[src/rtl/xsx_pkg.sv]
package xsx_pkg;

    typedef enum logic [1:0] {
        OP_EIGHTH  = 2'b00,
        OP_QUARTER = 2'b01,
        OP_HALF    = 2'b10,
        OP_BAD     = 2'b11
    } xsx_op_e;

    typedef enum logic [1:0] {
        ST_IDLE   = 2'b00,
        ST_RESULT = 2'b01,
        ST_FAULT  = 2'b10
    } xsx_state_e;

    localparam int NUM_SIZES = 3;

endpackage

[src/rtl/xsx_field_ext.sv]
module xsx_field_ext #(
    parameter int XLEN = 64,
    parameter int FW   = 8
) (
    input  logic [FW-1:0]   fld,
    output logic [XLEN-1:0] ext
);
    localparam int FILL = XLEN - FW;

    // Copy the field's top bit into every position above the field.
    assign ext = {{FILL{fld[FW-1]}}, fld};

endmodule

[src/rtl/xsx_out_stage.sv]
module xsx_out_stage
    import xsx_pkg::*;
#(
    parameter int XLEN = 64
) (
    input  logic            clk,
    input  logic            rst_n,
    input  logic            in_valid,
    input  logic [1:0]      in_op,
    input  logic [XLEN-1:0] ext_eighth,
    input  logic [XLEN-1:0] ext_quarter,
    input  logic [XLEN-1:0] ext_half,
    output logic            out_valid,
    output logic            out_illegal,
    output logic [XLEN-1:0] out_data
);
    xsx_state_e      state_q, state_d;
    logic [XLEN-1:0] data_q, data_d;

    always_comb begin
        state_d = ST_IDLE;
        data_d  = '0;
        if (in_valid) begin
            unique case (xsx_op_e'(in_op))
                OP_EIGHTH:  begin state_d = ST_RESULT; data_d = ext_eighth;  end
                OP_QUARTER: begin state_d = ST_RESULT; data_d = ext_quarter; end
                OP_HALF:    begin state_d = ST_RESULT; data_d = ext_half;    end
                OP_BAD:     begin state_d = ST_FAULT;  data_d = '0;          end
            endcase
        end
    end

    always_ff @(posedge clk) begin
        if (!rst_n) begin
            state_q <= ST_IDLE;
            data_q  <= '0;
        end else begin
            state_q <= state_d;
            data_q  <= data_d;
        end
    end

    always_comb begin
        out_valid   = 1'b0;
        out_illegal = 1'b0;
        out_data    = '0;
        unique case (state_q)
            ST_IDLE:   ;
            ST_RESULT: begin out_valid = 1'b1; out_data = data_q; end
            ST_FAULT:  begin out_valid = 1'b1; out_illegal = 1'b1; end
            default:   ;
        endcase
    end

    p_valid_follows_r7: assert property (@(posedge clk) disable iff (!rst_n)
        in_valid |=> out_valid);

    p_idle_follows_r7: assert property (@(posedge clk) disable iff (!rst_n)
        !in_valid |=> !out_valid);

    p_bad_code_r6: assert property (@(posedge clk) disable iff (!rst_n)
        (in_valid && in_op == 2'b11) |=> (out_illegal && out_data == '0));

    p_idle_quiet_r9: assert property (@(posedge clk) disable iff (!rst_n)
        !out_valid |-> (out_data == '0 && !out_illegal));

    p_reset_clears_r8: assert property (@(posedge clk)
        !rst_n |=> (!out_valid && !out_illegal && out_data == '0));

endmodule

[src/rtl/xlen_sext_unit.sv]
module xlen_sext_unit
    import xsx_pkg::*;
#(
    parameter int XLEN = 64
) (
    input  logic            clk,
    input  logic            rst_n,
    input  logic            in_valid,
    input  logic [1:0]      in_op,
    input  logic [XLEN-1:0] in_data,
    output logic            out_valid,
    output logic            out_illegal,
    output logic [XLEN-1:0] out_data
);
    localparam int FW_EIGHTH  = XLEN / 8;
    localparam int FW_QUARTER = XLEN / 4;
    localparam int FW_HALF    = XLEN / 2;

    logic [XLEN-1:0] ext_vec [NUM_SIZES];

    // Size index g selects a field of XLEN >> (3-g) bits.
    generate
        for (genvar g = 0; g < NUM_SIZES; g++) begin : g_ext
            localparam int FW = XLEN >> (3 - g);
            xsx_field_ext #(.XLEN(XLEN), .FW(FW)) u_ext (
                .fld (in_data[FW-1:0]),
                .ext (ext_vec[g])
            );
        end
    endgenerate

    xsx_out_stage #(.XLEN(XLEN)) u_stage (
        .clk         (clk),
        .rst_n       (rst_n),
        .in_valid    (in_valid),
        .in_op       (in_op),
        .ext_eighth  (ext_vec[0]),
        .ext_quarter (ext_vec[1]),
        .ext_half    (ext_vec[2]),
        .out_valid   (out_valid),
        .out_illegal (out_illegal),
        .out_data    (out_data)
    );

    // R1 with R4: the low field passes through, and the upper bits are all equal to the field's top bit.
    p_eighth_field_r1: assert property (@(posedge clk) disable iff (!rst_n)
        (in_valid && in_op == 2'b00) |=>
        (out_data[FW_EIGHTH-1:0] == $past(in_data[FW_EIGHTH-1:0]) &&
         $countones(out_data[XLEN-1:FW_EIGHTH-1]) ==
             ($past(in_data[FW_EIGHTH-1]) ? (XLEN - FW_EIGHTH + 1) : 0)));

    p_quarter_field_r2: assert property (@(posedge clk) disable iff (!rst_n)
        (in_valid && in_op == 2'b01) |=>
        (out_data[FW_QUARTER-1:0] == $past(in_data[FW_QUARTER-1:0]) &&
         $countones(out_data[XLEN-1:FW_QUARTER-1]) ==
             ($past(in_data[FW_QUARTER-1]) ? (XLEN - FW_QUARTER + 1) : 0)));

    p_half_field_r3: assert property (@(posedge clk) disable iff (!rst_n)
        (in_valid && in_op == 2'b10) |=>
        (out_data[FW_HALF-1:0] == $past(in_data[FW_HALF-1:0]) &&
         $countones(out_data[XLEN-1:FW_HALF-1]) ==
             ($past(in_data[FW_HALF-1]) ? (XLEN - FW_HALF + 1) : 0)));

endmodule

[config.mk]
export PLATFORM = sky130hd
export DESIGN_NAME = xlen_sext_unit
export DESIGN_NICKNAME = d
export VERILOG_FILES = /design/src/rtl/xsx_pkg.sv /design/src/rtl/xsx_field_ext.sv /design/src/rtl/xsx_out_stage.sv /design/src/rtl/xlen_sext_unit.sv
export SDC_FILE = /design/constraint.sdc
export NUM_CORES = 1
export LEC_CHECK = 0
export ABC_AREA = 1
export BUFFER_PORTS_ARGS = -buffer_cell sky130_fd_sc_hd__buf_2
export CORE_ASPECT_RATIO = 1.25
export CORE_MARGIN = 5
export CORE_UTILIZATION = 36
export CTS_CLUSTER_SIZE = 25
export DETAILED_ROUTE_END_ITERATION = 10
export GPL_TIMING_DRIVEN = 1
export MAX_ROUTING_LAYER = met4
export PLACE_DENSITY = 0.87
export SLEW_MARGIN = 25
export SYNTH_ARGS = -nofsm -noshare
export SYNTH_HDL_FRONTEND = slang
export SYNTH_SLANG_ARGS = --single-unit
[constraint.sdc]
create_clock -name clk -period 1.6 [get_ports clk]
set_clock_uncertainty 0.1 [all_clocks]
set_input_delay 0.08 -clock clk [delete_from_list [all_inputs] [get_ports clk]]
set_output_delay 0.08 -clock clk [all_outputs]
set_load 0.005 [all_outputs]
* After elaboration in Yosys (flattened, before gate mapping)
Index checks and enable logic that the tools add are counted. Widths: inputs -> output; s select.
Operators by class: equality and inequality tests 5, muxes and demuxes 5, reductions and logical operators 4
Operator list (count):
- $pmux 64 s4 | 1
- $mux 64 | 1
- $eq 2x2->1 const B | 3
- $eq 2x1->1 const B | 2
- $pmux 2 s2 | 1
- $reduce_or 3->1 | 1
- $logic_not 2->1 | 1
- $mux 1 | 2
- $reduce_and 2->1 | 1
- $reduce_or 2->1 | 1
Word-level totals: register bits 66, bits of input ports 69, output and inout bits 66, word-level logic and storage cells 16

* Depth between registers and ports, before layout
depth in word-level cells 3, depth in mapped cells 7

* Hierarchy
Synthesis repeated with hierarchy kept, for this count alone.
Unflattened totals: cells, all modules 829, area, all modules 5292.6 µm²
By module, submodules not included:
- xsx_out_stage | instances 1, cells each 637, area an instance 3851.2 µm²
- xsx_field_ext | instances 3, cells each 64, area an instance 480.5 µm²

* Least setup slack after synthesis
No wires, ideal clock.
path type register to output, from reg u_stage.state_q[1], to out out_data[32], data arrival time 1.621 ns, data required time 1.420 ns, path slack -0.201 ns, cell stages (with the launch flop) 7, cell sequence dfxtp_1 inv_1 ha_1 clkbuf_1 nand2_1 inv_1 buf_4
Between the ends: longest elaborated chain between the ends 2
RTL lines:
- from (decl) | line xsx_out_stage.sv:17 | xsx_state_e state_q, state_d;
- from (signal assigned) | line xsx_out_stage.sv:38 | state_q <= state_d;
- $eq 2x1->1 | line xsx_out_stage.sv:47 | unique case (state_q)
- $mux 64 | line xsx_out_stage.sv:47
- to (decl) | line xlen_sext_unit.sv:13 | output logic [XLEN-1:0] out_data
Every way passes these cells.

* Final worst setup path
from reg u_stage.state_q[1], to out out_data[50]
Same word-level chain as after synthesis.

==> flow_metrics.py <==
metrics = {
    "critical_path": {
        "path_buf_inv": 3,
        "worst-path-stages": 5,
        "startpoint_type": "register",
        "crit_path_top_delay_cell": "dfxtp_2",
        "critPathCaptureType": "primary output",
        "crit_fanout": 4,
        "criticalPathCategory": "register to primary output",
        "cp_slowest_stage_delay_ns": 0.34,
        "worstPathRequired_ns": 1.42,
        "worstSetupStartpoint": "u_stage.state_q[1]$_SDFF_PN0_",
        "crit_path_end": "out_data[50]",
        "cp_top_family": "buffers and inverters",
        "worstPathArrival_ns": 1.32,
        "cp_cell_sequence": "inv_1 > ha_4 > nand2_8 > clkinvlp_2 > buf_2",
    },
    "routing": {
        "routedWlPerCell_um": 11.0,
        "dr_total_vias": 1717,
        "viasPerCell": 4.27,
        "wl_mm": 4.43,
        "drcViolationCount": 0,
        "drt_iter0_drc": 62,
        "drt_first_pass_iters": 4,
        "antenna_left": 0,
    },
    "placement": {
        "gp_congestion": 0.683,
        "dpl.hpwl_mm": 3.14,
        "numPortBuffers": 102,
    },
    "sta": {
        "max_freq_mhz": 666,
        "fin_crit_ns": 1.50,
        "hold_viol": 0,
        "report.final.slew_viol_count": 0,
        "worst_hold_slack_ns": 0.0229,
        "fin_crit_sh": 0.938,
        "rsz0062_at_grt": "false",
        "setup_violations": 0,
        "tightestPinTransition_ns": 0.409,
        "maxSlewHeadroom": 0.727,
    },
    "status": {
        "status": "finished clean",
    },
    "power": {
        "power_density_nw_per_um2": 808,
        "power.internal_w": 0.00150,
        "vdd_drop_max_v": 0.000475,
        "power_frac_comb": 0.130,
        "p_seq_frac": 0.461,
        "p_switching_w": 0.000432,
        "pwr-share-clk": 0.409,
        "swShare": 0.224,
        "leakage_nw": 1.67,
    },
    "yosys": {
        "yosys_warnings": 0,
        "synth_area_um2": 1740,
        "postSynthAreaPerCell_um2": 6.91,
        "synth_nets": 323,
        "netlist_instances": 252,
        "ys_seq_elements": 34,
        "ys_seq_area_frac": 0.391,
        "ys_types": 15,
    },
    "global_route": {
        "grt_start_max_net_pins": 32,
        "antenna_found_initial": 0,
        "overflow": 0,
        "grt_first_pass_wirelength_mm": 7.07,
        "grt_pass1_vias": 1603,
        "grt_use_total": 0.147,
    },
    "finish": {
        "antenna_cells": 0,
        "utilization": 0.506,
        "syn_to_final_growth_pct": 37.4,
        "nets": 413,
        "num-fill-cells": 452,
        "drive_gt1_frac": 0.368,
    },
    "clock_network": {
        "post-cts-setup-buffer-count": 0,
        "h-tree-depth": 2,
        "cts_tree": "yes",
        "cts_buffers": 5,
        "path_clk_slew_ns": 0.07,
        "cts_sinks": 34,
        "cts_buffer_depth": 2,
        "clock-root-buffer": "clkbuf_8",
    },
    "die": {
        "initial_core_util": 0.368,
        "die_h_um": 87.7,
        "core-area_um2": 4730,
        "dieArea_um2": 6330,
        "placementRows": 28,
        "die_width_um": 72.2,
        "ios": 135,
    },
    "run": {
        "drv_cap": 0,
    },
    "worst_hold_path": {
        "min_path_type": "input pin to register",
    },
}
## cells by family (layout without fill, tap and decap cells)
| group | count (synthesis) | in the layout | synth area share |
|---|---|---|---|
| AOI/OAI and AO/OA | 8 | 8 | 0.0230 |
| adders and majority gates | 2 | 2 | 0.0144 |
| buffers and inverters | 105 | 195 | 0.311 |
| DFF | 34 | 34 | 0.391 |
| and+or+nand+nor | 103 | 103 | 0.261 |
## state kept, by name, indices dropped and copies added, names as in the netlist
register,count
u_stage.state_q,2
u_stage.data_q,32
## routing by layer
metal,vias up,part of all wire,track usage
met5,-,0,-
met4,0,0.021,0.0735
met3,13,0.083,0.0321
met2,78,0.50,0.249
met1,744,0.40,0.161
li1,882,-,-
## worst min path at each step
| stage | startpoint | end | depth (start not counted) |
|---|---|---|---|
| 5_1_grt | in_data[25] | u_stage.data_q[25]$_SDFF_PN0_ | 5 |
| 3_5_place_dp | in_data[0] | u_stage.data_q[0]$_SDFF_PN0_ | 3 |
| 3_3_place_gp | in_data[4] | u_stage.data_q[4]$_SDFF_PN0_ | 3 |
| 4_1_cts | in_data[28] | u_stage.data_q[28]$_SDFF_PN0_ | 5 |
| 2_1_floorplan | in_data[0] | u_stage.data_q[0]$_SDFF_PN0_ | 2 |
| 6_report | in_data[28] | u_stage.data_q[28]$_SDFF_PN0_ | 5 |
## cells in the mapped netlist
library cell,n,share of area
dfxtp_1,34,0.39
a21oi_1,8,0.023
clkbuf_1,3,0.0065
nor2_1,9,0.019
nand2_1,50,0.11
buf_4,34,0.15
nand3_1,40,0.12
buf_6,2,0.013
inv_2,2,0.0043
inv_1,60,0.13
ha_1,2,0.014
nand3_2,2,0.012
buf_2,3,0.0086
nand2_2,2,0.0072
clkinv_1,1,0.0022
## final cells by class
| class | count | area [um2] | area share |
|---|---|---|---|
| repair buffers | 122 | 713 | 0.298 |
| flip-flops and latches | 34 | 682 | 0.285 |
| repair inverters | 3 | 20.0 | 0.00837 |
| clock inverters | 1 | 30.0 | 0.0126 |
| clock buffers | 6 | 82.6 | 0.0345 |
| multi-input cells | 113 | 548 | 0.229 |
| well taps | 60 | 75.1 | 0.0314 |
| inverters | 63 | 240 | 0.100 |
## what timing repair did
| action | CTS | global route |
|---|---|---|
| resized for setup | 4 | 6 |
| endpoints found under the hold margin | 16 | 0 |
| pin swaps | 1 | 0 |
| hold buffers | 16 | 0 |
| endpoints found under the setup margin | 55 | 46 |
| gates cloned | 1 | 2 |
## placed cells by master, fill, tap and decap left out
master,count
dlygate4sd3_1,16
dfxtp_1,33
inv_1,59
nand2_8,1
inv_2,2
clkinvlp_2,1
nand3_1,40
ha_4,1
ha_1,1
buf_4,3
a21oi_1,8
bufinv_16,1
nand2_2,2
clkbuf_8,6
nand3_2,2
nand2_1,49
nor2_1,9
buf_2,102
clkinv_1,1
clkinvlp_4,3
dfxtp_2,1
buf_12,1
## tightest hold or removal path: cells and delay by family
| family | cells | cell delay [ns] |
|---|---|---|
| buffers and inverters | 2 | 0.12 |
| and+or+nand+nor | 3 | 0.19 |
## power groups by stage
stage | sequential [W] | combinational (W) | clock [W]
global route | 0.000895 | 0.000284 | 0.000841
floorplan | 0.000906 | 0.000138 | 0
detailed placement | 0.000909 | 0.000208 | 0
finish | 0.000892 | 0.000251 | 0.000790
global placement | 0.000908 | 0.000203 | 0
CTS | 0.000890 | 0.000240 | 0.000806
## per-stage QoR
| step | worst slack, ns | std cells | area (um2) | setup TNS [ns] | power [W] |
|---|---|---|---|---|---|
| final | 0.0987 | 402 | 2390 | 0 | 0.00193 |
| after global routing | 0.00800 | 402 | 2390 | 0 | 0.00202 |
| after CTS | 0.00453 | 400 | 2350 | 0 | 0.00194 |
| after detailed placement | 0.183 | 376 | 2060 | 0 | 0.00112 |
| after global placement | 0.231 | 376 | 2060 | 0 | 0.00111 |
| after floorplan | -0.0000429 | 252 | 1750 | -0.00133 | 0.00104 |
Power figures use the tool's default switching activity.
